$ cat src/rtl/pwmdac_pkg.sv
package pwmdac_pkg;
  localparam int CNT_W  = 14;
  localparam int NCH    = 2;
  localparam int REG_W  = CNT_W + 2;
  localparam int BASE_S = 6;
  localparam int BASE_L = 8;

  typedef struct packed {
    logic             cntLoad;
    logic [CNT_W-1:0] cntVal;
  } strb_t;
endpackage

$ cat src/rtl/pwmdac_chan.sv
module pwmdac_chan
  import pwmdac_pkg::*;
#(
  parameter int CW = CNT_W,
  parameter int BS = BASE_S,
  parameter int BL = BASE_L
) (
  input  logic          clk,
  input  logic          rst,
  input  logic [CW-1:0] cnt,
  input  logic          periodEnd,
  input  logic          cntLoad,
  input  logic [CW-1:0] dataIn,
  input  logic          cfsIn,
  input  logic          enIn,
  output logic          pwmOut
);
  localparam int FS = CW - BS;
  localparam int FL = CW - BL;
  localparam logic [CW-1:0] MIN_S = CW'(1) << FS;
  localparam logic [CW-1:0] MIN_L = CW'(1) << FL;

  logic [CW-1:0] dataQ;
  logic          cfsQ;
  logic          enQ;

  always_ff @(posedge clk) begin
    if (rst) begin
      dataQ <= '1;
      cfsQ  <= 1'b1;
      enQ   <= 1'b0;
    end else if (periodEnd) begin
      dataQ <= dataIn;
      cfsQ  <= cfsIn;
      enQ   <= enIn;
    end
  end

  logic [FS-1:0] revS;
  logic [FL-1:0] revL;
  for (genvar i = 0; i < FS; i++) begin : g_revS
    assign revS[i] = cnt[CW-1-i];
  end
  for (genvar i = 0; i < FL; i++) begin : g_revL
    assign revL[i] = cnt[CW-1-i];
  end

  logic [BS-1:0] posS;
  logic [BL-1:0] posL;
  logic          hitS, hitL, legal, posStart, nxt;

  always_comb begin
    posS = cnt[BS-1:0];
    posL = cnt[BL-1:0];
    hitS = (posS < dataQ[CW-1:FS]) ||
           ((posS == dataQ[CW-1:FS]) && (revS < dataQ[FS-1:0]));
    hitL = (posL < dataQ[CW-1:FL]) ||
           ((posL == dataQ[CW-1:FL]) && (revL < dataQ[FL-1:0]));
    legal    = cfsQ ? (dataQ >= MIN_L) : (dataQ >= MIN_S);
    posStart = cfsQ ? (posL == '0) : (posS == '0);
    nxt      = enQ && legal && (cfsQ ? hitL : hitS);
  end

  always_ff @(posedge clk) begin
    if (rst) pwmOut <= 1'b0;
    else     pwmOut <= nxt;
  end

  AST_SHADOW_HOLD: assert property (@(posedge clk) disable iff (rst)
    !periodEnd |=> ($stable(dataQ) && $stable(cfsQ) && $stable(enQ)));
  AST_ILLEGAL_LOW: assert property (@(posedge clk) disable iff (rst)
    !legal |=> !pwmOut);
  AST_DISABLED_LOW: assert property (@(posedge clk) disable iff (rst)
    !enQ |=> !pwmOut);
  AST_RISE_AT_START: assert property (@(posedge clk) disable iff (rst)
    ($rose(pwmOut) && !$past(cntLoad, 2)) |-> $past(posStart));
endmodule

$ cat src/rtl/pwmdac_ctrl.sv
module pwmdac_ctrl
  import pwmdac_pkg::*;
(
  input  logic                      clk,
  input  logic                      rst,
  input  logic                      wrEn,
  input  logic                      addr,
  input  logic [REG_W-1:0]          wrData,
  input  logic [CNT_W-1:0]          cnt,
  output logic [REG_W-1:0]          rdData,
  output strb_t                     strb,
  output logic [NCH-1:0][CNT_W-1:0] chData,
  output logic [NCH-1:0]            chCfs,
  output logic [NCH-1:0]            chEn
);
  logic sel;

  always_ff @(posedge clk) begin
    if (rst) begin
      sel    <= 1'b1;
      chEn   <= '0;
      chData <= '1;
      chCfs  <= '1;
    end else if (wrEn) begin
      sel <= wrData[0];
      if (!sel) begin
        chData[addr] <= wrData[REG_W-1:2];
        chCfs[addr]  <= wrData[1];
      end else if (!addr) begin
        chEn <= wrData[NCH:1];
      end
    end
  end

  always_comb begin
    strb.cntLoad = wrEn && sel && addr;
    strb.cntVal  = wrData[REG_W-1:2];
    if (!sel)      rdData = {chData[addr], chCfs[addr], sel};
    else if (addr) rdData = {cnt, 1'b1, sel};
    else           rdData = {{(REG_W-NCH-1){1'b1}}, chEn, sel};
  end

  AST_SEL_TRACK: assert property (@(posedge clk) disable iff (rst)
    wrEn |=> (sel == $past(wrData[0])));
  AST_DATA_LOCKED: assert property (@(posedge clk) disable iff (rst)
    (wrEn && sel) |=> ($stable(chData) && $stable(chCfs)));
endmodule

$ cat src/rtl/pwmdac_dp.sv
module pwmdac_dp
  import pwmdac_pkg::*;
(
  input  logic                      clk,
  input  logic                      rst,
  input  strb_t                     strb,
  input  logic [NCH-1:0][CNT_W-1:0] chData,
  input  logic [NCH-1:0]            chCfs,
  input  logic [NCH-1:0]            chEn,
  output logic [CNT_W-1:0]          cnt,
  output logic [NCH-1:0]            pwmOut
);
  logic periodEnd;

  always_ff @(posedge clk) begin
    if (rst)               cnt <= '0;
    else if (strb.cntLoad) cnt <= strb.cntVal;
    else                   cnt <= cnt + 1'b1;
  end

  assign periodEnd = &cnt;

  for (genvar c = 0; c < NCH; c++) begin : g_chan
    pwmdac_chan u_chan (
      .clk      (clk),
      .rst      (rst),
      .cnt      (cnt),
      .periodEnd(periodEnd),
      .cntLoad  (strb.cntLoad),
      .dataIn   (chData[c]),
      .cfsIn    (chCfs[c]),
      .enIn     (chEn[c]),
      .pwmOut   (pwmOut[c])
    );
  end

  AST_CNT_STEP: assert property (@(posedge clk) disable iff (rst)
    !strb.cntLoad |=> (cnt == CNT_W'($past(cnt) + 1'b1)));
endmodule

$ cat src/rtl/pwmdac.sv
module pwmdac
  import pwmdac_pkg::*;
(
  input  logic             clk,
  input  logic             rst,
  input  logic             wrEn,
  input  logic             addr,
  input  logic [REG_W-1:0] wrData,
  output logic [REG_W-1:0] rdData,
  output logic [NCH-1:0]   pwmOut
);
  strb_t                     strb;
  logic [NCH-1:0][CNT_W-1:0] chData;
  logic [NCH-1:0]            chCfs;
  logic [NCH-1:0]            chEn;
  logic [CNT_W-1:0]          cnt;

  pwmdac_ctrl u_ctrl (
    .clk(clk), .rst(rst), .wrEn(wrEn), .addr(addr), .wrData(wrData),
    .cnt(cnt), .rdData(rdData), .strb(strb),
    .chData(chData), .chCfs(chCfs), .chEn(chEn)
  );

  pwmdac_dp u_dp (
    .clk(clk), .rst(rst), .strb(strb),
    .chData(chData), .chCfs(chCfs), .chEn(chEn),
    .cnt(cnt), .pwmOut(pwmOut)
  );
endmodule

$ cat config.mk
export PLATFORM = sky130hd
export DESIGN_NAME = pwmdac
export DESIGN_NICKNAME = d
export VERILOG_FILES = /design/src/rtl/pwmdac_pkg.sv /design/src/rtl/pwmdac_chan.sv /design/src/rtl/pwmdac_ctrl.sv /design/src/rtl/pwmdac_dp.sv /design/src/rtl/pwmdac.sv
export SDC_FILE = /design/constraint.sdc
export NUM_CORES = 1
export LEC_CHECK = 0
export BUFFER_PORTS_ARGS = -buffer_cell sky130_fd_sc_hd__buf_2
export CORE_AREA = 2 2 92 94
export CTS_CLUSTER_DIAMETER = 50
export DETAILED_ROUTE_END_ITERATION = 16
export DIE_AREA = 0 0 94 96
export PLACE_DENSITY = 0.88
export SYNTH_ARGS = -nofsm -noshare
export SYNTH_HDL_FRONTEND = slang
export SYNTH_SLANG_ARGS = --single-unit
$ cat constraint.sdc
create_clock -name clk -period 1.9 [get_ports clk]
set_input_delay 0.285 -clock clk [delete_from_list [all_inputs] [get_ports clk]]
set_output_delay 0.285 -clock clk [all_outputs]
set_load 0.01 [all_outputs]
# After elaboration in Yosys (flattened, before gate mapping)
# Index checks and enable logic that the tools add are counted.
dict set report word_totals {
  elab_cells 70
  ff_bits 81
  in_bits 20
}
dict set report op_classes {
  n_addsub 1
  n_eq_ne 4
  magnitude_cmp 14
  n_reduce_logical 18
  bitwise 2
  mux 17
}
# operator count
set op_table {}
lappend op_table {{14-bit two-way mux} 4}
lappend op_table {{8-bit < comparator} 4}
lappend op_table {{16-bit two-way mux} 2}
lappend op_table {{28-bit bitwise mux} 1}
lappend op_table {{14-bit by 7-bit greater-or-equal comparator with 1-bit output (second input constant)} 2}
lappend op_table {{14-bit by 9-bit greater-or-equal comparator with 1-bit output (second input constant)} 2}
lappend op_table {{6-bit < comparator} 4}
lappend op_table {{8-bit == test} 2}
lappend op_table {{14-bit by 1-bit adder with 14-bit output (second input constant)} 1}
lappend op_table {{14-bit demux with 1-bit select} 1}
lappend op_table {{14-bit AND reduction} 1}
lappend op_table {{6-bit == test} 2}
lappend op_table {{1-bit logical AND} 11}
lappend op_table {{1-bit two-way mux} 7}
lappend op_table {{1-bit logical OR} 4}
lappend op_table {{3-bit AND reduction} 1}
lappend op_table {{2-bit bitwise mux} 1}
lappend op_table {{1-bit by 2-bit < comparator with 1-bit output (second input constant)} 1}
lappend op_table {{1-bit inverter} 2}
lappend op_table {{2-bit AND reduction} 1}
lappend op_table {{1-bit demux with 1-bit select} 1}
lappend op_table {{1-bit greater-or-equal comparator (second input constant)} 1}

# Logic depth before layout (Yosys ltp)
# Gate-level depths: netlist of the first run.
dict set report depth {
  word_depth 5
  depth_mapped 8
}

# By module
# Synthesis of the first run repeated with hierarchy kept, for this count alone.
dict set report hier_totals {
  cells_unflattened 526
  area_unflattened_um2 4702.0
}
# module seq_area_each_um2 area_each_um2 instances cells_each
set modules_own_cells {}
lappend modules_own_cells {pwmdac_chan 340.3 1099.8 2 125}
lappend modules_own_cells {pwmdac_ctrl 660.6 1732.9 1 181}
lappend modules_own_cells {pwmdac_dp 280.3 769.5 1 95}

# Least setup slack after synthesis of the first run
# OpenSTA, ideal clock, no wires.
dict set report synth_timing {
  path_type {flip-flop to flip-flop}
  startpoint {reg u_dp.cnt[1]}
  endpoint {reg u_dp.g_chan[1].u_chan.cfsQ}
  path_stages_with_launch 9
  n_path_buf 2
  t_arrival_ns 1.547
  required_time_ns 1.838
  setup_slack_ns 0.291
  period_less_slack_ns 1.609
  path_cell_list {dfxtp_1 -> ha_1 -> nand4_2 -> nor2_2 -> and4_1 -> buf_2 -> buf_6 -> nand2_1 -> nand3b_1}
}
dict set report synth_via {
  elab_chain_len 1
}
# item line_no
set synth_rtl {}
lappend synth_rtl {{from (decl)} pwmdac_dp.sv:10} ;# output logic [CNT_W-1:0] cnt,
lappend synth_rtl {{from (signal assigned)} pwmdac_dp.sv:17} ;# else if (strb.cntLoad) cnt <= strb.cntVal;
lappend synth_rtl {{from (signal assigned)} pwmdac_dp.sv:18} ;# else cnt <= cnt + 1'b1;
lappend synth_rtl {{14-bit AND reduction} pwmdac_dp.sv:21} ;# assign periodEnd = &cnt;
lappend synth_rtl {{to (signal assigned)} pwmdac_chan.sv:34} ;# cfsQ <= cfsIn;
lappend synth_rtl {{to (decl)} pwmdac_chan.sv:24} ;# logic cfsQ;
# No other way between the ends.
# A chain may end at the register's enable or synchronous reset.

# Worst setup path in the final report of the first run
dict set report layout_timing {
  startpoint {reg u_dp.g_chan[1].u_chan.dataQ[12]}
  endpoint {reg u_dp.g_chan[1].u_chan.pwmOut}
}
dict set report layout_via {
  elab_chain_len 5
  word_cells_on_any_way 14
}
# item line_no
set layout_rtl {}
lappend layout_rtl {{from (decl)} pwmdac_chan.sv:23} ;# logic [CW-1:0] dataQ;
lappend layout_rtl {{from (signal assigned)} pwmdac_chan.sv:33} ;# dataQ <= dataIn;
lappend layout_rtl {{branches (longest 4 deep; another with 14-bit by 9-bit greater-or-equal comparator with 1-bit output)} n/a}
lappend layout_rtl {{1-bit logical AND (*)} pwmdac_chan.sv:61} ;# nxt = enQ && legal && (cfsQ ? hitL : hitS);
lappend layout_rtl {{to (signal assigned)} pwmdac_chan.sv:66} ;# else pwmOut <= nxt;
lappend layout_rtl {{to (decl)} pwmdac_chan.sv:16} ;# output logic pwmOut
# Mark *: on every way between the ends.

==> summary.md, run 1 <==
| Metric | Value |
|---|---|
| Share of the synthesized area in the top cell type | `0.3528` |
| Synth warnings | `0` |
| 1st-iter DRT viols | `352` |
| Worst setup EP type | `flop` |
| Worst-Skew Late Latency | `0.36 ns` |
| Status | `completed` |
| Total core area | `0.008051 mm2` |
| Switch Pwr | `972.8 uW` |
| Initial Utilization | `0.5708` |
| # setup viols final | `0` |
| Max-cap viol count | `0` |
| Gate power share | `0.122` |
| Mean Syn Cell Area | `8.463 um2` |
| Commonest non-fill, non-tap cell in the layout | `nand2_1` |
| Clock Tree Buf Depth | `2` |
| Final Hold Vio Count | `0` |
| Main combinational cell family by area after synthesis | `simple AND/OR/NAND/NOR gates` |
| Global-route wire length before repair | `20.00 mm` |
| Unrepaired setup endpoints after global routing | `false` |
| Most frequent cells in the layout | `nand2_1 (107), dfxtp_1 (75), nand3b_1 (47)` |
| Min-Delay Path Class | `in -> reg` |
| Largest net degree at the start of global routing | `34` |
| Post-synth EDFFs | `0` |
| Worst r2r src | `u_dp.g_chan[1].u_chan.dataQ[12]` |
| Final Wtd Congestion | `0.9488` |
| Syn Nets | `606` |
| Clock Root Buffer | `clkbuf_8` |
| I/O Pins | `38` |
| Worst-margin pin slew | `0.6254 ns` |
| TritonCTS buffer count | `9` |
| CP arrival | `2.11 ns` |
| # DRC | `0` |
| Grt ovf | `0` |
| Internal | `2973 uW` |
| Via-to-Cell Ratio | `6.117` |
| Worst reg2reg setup slack | `0.08 ns` |
| Final instance area | `0.005225 mm2` |
| CTS sink cnt | `81` |
| Final non-filler cell total | `692` |
| Multi-input logic area | `0.002690 mm2` |
| Worst path slowest cell | `dfxtp_1` |
| Placed cell count | `677` |
| Clock Power Share | `0.415` |
| # diodes | `0` |
| Static Leak | `0.002607 uW` |
| Die W | `94 um` |
| Fin nets | `646` |
| DP HPWL | `8.941 mm` |
| All-Layer GR Usage | `0.2894` |
| Async SR Flop Fraction | `0` |
| Critical path required time | `2.19 ns` |
| Synth area leaders | `dfxtp_1 (35%), ha_1 (12%), nand2_1 (8.7%)` |
| CTS tree | `built` |
| Gate Count Post-Synth | `543` |
| Number of setup buffers added after CTS | `0` |
| Number of cell rows | `33` |
| Post-Synth Simple-Gate Area | `0.2693` |
| Number of global-route vias before repair | `4,095` |
| Compound-gate portion of the synthesized area | `0.1408` |
| Max incr delay on CP | `0.38 ns` |
| Worst-path clk slew | `0.08 ns` |
| Switching Share | `0.2466` |
| I/O Buffers | `37` |
| Drt pass-1 iters | `5` |
| Fraction of layout cells with a size suffix above 1 | `0.1687` |
| Top cell type by total area after synthesis | `dfxtp_1` |
| Post-synthesis mux area share | `0.03594` |
| Adder-Cell Fraction of Synth Area | `0.1171` |
| Worst hold path startpoint | `wrData[0]` |
| Register area | `0.001629 mm2` |
| Hold Path Stages | `2` |
| Synthesized flop and latch total | `81` |
| Die area | `0.009024 mm2` |
| FF-to-FF path depth | `7` |
| Post-Synth XOR/XNOR Area | `0.02096` |
| Rel. slew slack | `0.5831` |
| R2r endpoint | `u_dp.g_chan[1].u_chan.pwmOut` |
| Min-Delay Endpoint | `u_ctrl.sel` |
| Final min period | `1.817 ns` |
| Area Growth Syn to Fin | `13.69%` |
| Routed wire length | `12.49 mm` |
| H-tree depth | `3` |
| Max VDD drop | `513.0 uV` |
| # fillers | `649` |
| Fin Clk Skew | `0.01057 ns` |
| Antenna violations before repair | `0` |
| Pwr dens | `755.1 mW/mm2` |
| Sequential share of the synthesized area | `0.3528` |
| Netlist cell types | `48` |
| Wirelength per Cell | `18.05 um` |
| Synthesized cell area | `0.004596 mm2` |
| Tcrit/Tclk final | `0.9566` |
| Max-slew violation count | `0` |
| Via count | `4,233` |
| Crit path max fanout | `3` |
| Crit path kind | `reg -> reg` |
| Die span in y | `96 um` |
| Dpl cell area | `0.004960 mm2` |
| Max Fclk | `0.5502 GHz` |
| Top_reg_cell synth | `dfxtp_1` |
| Crit path launch type | `flop` |
| Antenna Nets Post-Route | `0` |
| Register share of total power | `0.463` |
| Crit path cell chain | `inv_1 -> ha_1 -> a21oi_1 -> nand2_1 -> a211o_1 -> a31oi_1 -> a21boi_1` |
==> layer usage <==
metal | track usage | part of all wire | wire length, um | up-vias
li1 | - | - | - | 1974
met2 | 0.5048 | 0.49 | 6079 | 190
met4 | 0.1208 | 0.035 | 442 | 0
met3 | 0.04464 | 0.059 | 742 | 44
met1 | 0.3570 | 0.42 | 5226 | 2025
met5 | 0 | 0 | 0 | -
==> cell usage after synthesis, drive strengths merged, types with 2 or more instances <==
| master | number |
|---|---|
| a211oi | 16 |
| nand3 | 12 |
| nor4 | 2 |
| a21o | 5 |
| and4 | 3 |
| mux2i | 3 |
| nor2 | 27 |
| o22a | 10 |
| nand3b | 47 |
| o22ai | 2 |
| nand4 | 9 |
| a21oi | 13 |
| ha | 43 |
| a211o | 17 |
| buf | 16 |
| inv | 32 |
| xnor2 | 9 |
| nand4b | 2 |
| nor3 | 2 |
| xor2 | 2 |
| o21ai | 5 |
| mux2 | 10 |
| nand2 | 107 |
| o21a | 2 |
| dfxtp | 81 |
| nor2b | 22 |
| a31oi | 7 |
| clkbuf | 17 |
| and3 | 2 |
| nand2b | 3 |
| a21boi | 2 |
| o211ai | 2 |
==> power groups by stage <==
| stage | Sequential, uW | Clock, uW | Combinational [uW] |
|---|---|---|---|
| finish | 1830 | 1640 | 483 |
| floorplan | 1840 | 0 | 290 |
| CTS | 1820 | 1640 | 474 |
| global route | 1830 | 1700 | 524 |
| global placement | 1860 | 0 | 454 |
| detailed placement | 1860 | 0 | 469 |
==> how the worst max path moves through the flow <==
stage                                                from                            to  cells past startpoint
after floorplan                               u_dp.cnt[1]    u_dp.g_chan[1].u_chan.cfsQ                      8
after global placement                        u_dp.cnt[3]  u_dp.g_chan[1].u_chan.pwmOut                      6
after detailed placement                      u_dp.cnt[5]  u_dp.g_chan[1].u_chan.pwmOut                      6
after CTS                                      u_ctrl.sel                     rdData[2]                      3
after global routing       u_dp.g_chan[1].u_chan.dataQ[9]  u_dp.g_chan[1].u_chan.pwmOut                      7
final                     u_dp.g_chan[1].u_chan.dataQ[12]  u_dp.g_chan[1].u_chan.pwmOut                      7
==> cells by family after synthesis <==
kind of cell | count (synthesis)
AOI/OAI and AO/OA | 88
xor gates and xnor gates | 11
adders and majority gates | 43
buffers and inverters | 65
DFF | 81
muxes | 14
and+or+nand+nor | 241
==> area by class of cell <==
class                           instances  share of cell area
Clock buffer                           10             0.02443
Clock inverter                          5             0.02466
Inverter                               32             0.02299
Multi-Input combinational cell        397              0.5148
Sequential cell                        81              0.3118
Tap cell                              105             0.02514
Timing Repair Buffer                   62             0.07615
==> state kept, by name, summed over array words and instances, names as in the netlist <==
name,cells
u_dp.g_chan.u_chan.pwmOut,2
u_ctrl.sel,1
u_ctrl.chData,28
u_dp.g_chan.u_chan.cfsQ,2
u_dp.cnt,14
u_ctrl.chCfs,2
u_ctrl.chEn,2
u_dp.g_chan.u_chan.enQ,2
u_dp.g_chan.u_chan.dataQ,28
==> worst max-delay path: cells and delay by family, from the launching register on <==
family	cells	cell delay (ns)
AOI/OAI and AO/OA	4	0.90
adders and majority gates	1	0.32
buffers and inverters	1	0.09
DFF	1	0.38
and+or+nand+nor	1	0.07
==> stage by stage <==
step                total power, uW  setup slack [ns]  hold WS, ns  utilization  TNS (ns)
floorplan                      2128            0.2906       0.4029            -         0
global placement               2311           0.04201       0.4528       0.6160         0
detailed placement             2327          -0.01011       0.4620       0.6160  -0.01011
CTS                            3937           0.02441       0.1176       0.6482         0
global route                   4058           0.01853       0.1340       0.6490         0
finish                         3945           0.08251       0.1217       0.6490         0
==> repair_timing <==
item                                    4_1_cts  5_1_grt
pin swaps                                     0        0
endpoints found under the setup margin        1       13
hold buffers                                  0        0
gates resized for setup                       2        6
Power figures use the tool's default switching activity.
==> run 2: changes to the inputs <==
Settings changed: REMOVE_ABC_BUFFERS set to 1.
==> summary.md, run 2 (same netlist as run 1, synthesis figures left out) <==
| Metric | Value |
|---|---|
| Status | `completed` |
| Area Growth Syn to Fin | `12.66%` |
| DP HPWL | `8.593 mm (-3.9%)` |
| Wirelength per Cell | `17.84 um (-1.2%)` |
| Total Power | `3860 uW (-2.2%)` |
| Max VDD drop | `678.7 uV (+32%)` |
| All-Layer GR Usage | `0.2854 (-0.003996)` |
| Fin nets | `642 (-0.62%)` |
| # diodes | `0 (unchanged)` |
| Die span in y | `96 um (unchanged)` |
| Pwr dens | `745.5 mW/mm2 (-1.3%)` |
| # setup viols final | `0 (unchanged)` |
| CP arrival | `2.09 ns (-0.02 ns)` |
| Clock Root Buffer | `clkbuf_8` |
| Worst reg2reg setup slack | `0.08 ns (about the same)` |
| Antenna Nets Post-Route | `0 (unchanged)` |
| Total core area | `0.008051 mm2 (unchanged)` |
| Routed wire length | `12.29 mm (-1.6%)` |
| Worst-Skew Late Latency | `0.36 ns (about the same)` |
| Crit path kind | `reg -> reg` |
| Final min period | `1.821 ns (+0.003795 ns)` |
| Final Wtd Congestion | `0.9518 (+0.32%)` |
| TNS Setup | `0 ns (unchanged)` |
| Critical path required time | `2.17 ns (-0.02 ns)` |
| Tcrit/Tclk final | `0.9586 (+0.001997)` |
| Max-slew violation count | `0 (unchanged)` |
| Die W | `94 um (unchanged)` |
| H-tree depth | `3 (unchanged)` |
| Worst-path clk slew | `0.08 ns (about the same)` |
| Drt pass-1 iters | `5 (unchanged)` |
| I/O Buffers | `37 (unchanged)` |
| Rel. slew slack | `0.6934 (+0.1103)` |
| Max-cap viol count | `0 (unchanged)` |
| TritonCTS buffer count | `9 (unchanged)` |
| Worst r2r src | `u_dp.g_chan[1].u_chan.dataQ[2]` |
| Fin Clk Skew | `0.006126 ns (-0.004443 ns)` |
| Worst setup EP type | `flop` |
| Min-Delay Endpoint | `u_ctrl.sel` |
| Via-to-Cell Ratio | `6.157 (+0.65%)` |
| Fraction of layout cells with a size suffix above 1 | `0.1729 (+0.004291)` |
| Worst hold path startpoint | `wrData[0]` |
| Crit path launch type | `flop` |
| Antenna violations before repair | `0 (unchanged)` |
| Worst-margin pin slew | `0.4578 ns (-0.1676 ns)` |
| Min-Delay Path Class | `in -> reg` |
| Crit path max fanout | `2 (-1)` |
| # fillers | `613 (-5.5%)` |
| 1st-iter DRT viols | `431 (+22%)` |
| Number of global-route vias before repair | `4,227 (+3.2%)` |
| Final Hold Vio Count | `0 (unchanged)` |
| FF-to-FF path depth | `7 (unchanged)` |
| Number of cell rows | `33 (unchanged)` |
| Die area | `0.009024 mm2 (unchanged)` |
| Hold Path Stages | `2 (unchanged)` |
| Unrepaired setup endpoints after global routing | `false` |
| Grt ovf | `0 (unchanged)` |
| CTS sink cnt | `81 (unchanged)` |
| Initial Utilization | `0.5708 (unchanged)` |
| Global-route wire length before repair | `20.09 mm (+0.48%)` |
| Top Registers | `u_ctrl.chData: 28 flops, u_dp.g_chan.u_chan.dataQ: 28 flops, u_dp.cnt: 14 flops` |
| Static Leak | `0.002576 uW (-1.2%)` |
| CTS tree | `built` |
| I/O Pins | `38 (unchanged)` |
| R2r endpoint | `u_dp.g_chan[1].u_chan.pwmOut` |
| Via count | `4,242 (+0.21%)` |
| Largest net degree at the start of global routing | `28 (-18%)` |
| Most frequent cells in the layout | `nand2_1 (107), dfxtp_1 (72), nand3b_1 (47)` |
| Commonest non-fill, non-tap cell in the layout | `nand2_1` |
| Clock Tree Buf Depth | `2 (unchanged)` |
| Max Fclk | `0.5491 GHz (-0.21%)` |
| # DRC | `0 (unchanged)` |
## run 2: per-stage QoR
| step | std cells | instance area (um2) | utilization | hold slack (ns) | worst slack (ns) |
|---|---|---|---|---|---|
| after CTS | 689 | 5166 | 0.6416 | 0.1281 | 0.03063 |
| after detailed placement | 673 | 4905 | 0.6092 | 0.4531 | -0.01350 |
| after global routing | 689 | 5177 | 0.6430 | 0.1251 | 0.02090 |
| final | 689 | 5177 | 0.6430 | 0.1283 | 0.07872 |
| after floorplan | 510 | 4425 | - | 0.3541 | -0.9258 |
| after global placement | 673 | 4905 | 0.6092 | 0.4507 | -0.008058 |
## run 2: final cells by class
| class | count | area [um2] | share of cell area |
|---|---|---|---|
| multi-input cells | 397 | 2698 | 0.5210 |
| flip-flops and latches | 81 | 1633 | 0.3154 |
| repair buffers | 58 | 342.8 | 0.06622 |
| clock buffers | 10 | 137.6 | 0.02658 |
| well taps | 105 | 131.4 | 0.02537 |
| inverters | 32 | 120.1 | 0.02320 |
| clock inverters | 6 | 115.1 | 0.02223 |
## run 2: how the worst max path moves through the flow
stage	startpoint	end	slack, ns	cells after the start
after floorplan	u_ctrl.sel	u_ctrl.chCfs[0]	-0.93	3
after global placement	u_dp.cnt[4]	u_dp.g_chan[1].u_chan.pwmOut	-0.008	5
after detailed placement	u_dp.cnt[4]	u_dp.g_chan[1].u_chan.pwmOut	-0.01	6
after CTS	u_dp.cnt[1]	u_dp.g_chan[0].u_chan.dataQ[3]	0.03	7
after global routing	u_dp.cnt[1]	u_dp.g_chan[0].u_chan.enQ	0.02	7
final	u_dp.g_chan[1].u_chan.dataQ[2]	u_dp.g_chan[1].u_chan.pwmOut	0.08	7
## run 2: routing by layer
| layer | wire length [um] | track usage | part of all wire | vias up |
|---|---|---|---|---|
| met4 | 676 | 0.1751 | 0.055 | 0 |
| met3 | 957 | 0.05168 | 0.078 | 72 |
| met1 | 4843 | 0.3429 | 0.39 | 1979 |
| met5 | 0 | 0 | 0 | - |
| met2 | 5813 | 0.4756 | 0.47 | 220 |
| li1 | - | - | - | 1971 |
## run 2: where the power goes
group          internal (uW)  switching (uW)
sequential              1750            79.1
clock                    913             647
combinational            215             254
## run 2: repair_timing
action | CTS | global route
gates resized for setup | 3 | 9
cloned | 0 | 0
setup buffers | 0 | 0
hold buffers | 0 | 0
setup endpoints to repair | 1 | 33
## run 2: critical path, stage by stage (launching register included)
cell and delay (ns):
dfxtp_1 0.36, inv_1 0.07, ha_1 0.32, a21o_1 0.22, a31oi_2 0.23, o2111ai_1 0.15
a31oi_1 0.17, a21boi_1 0.22
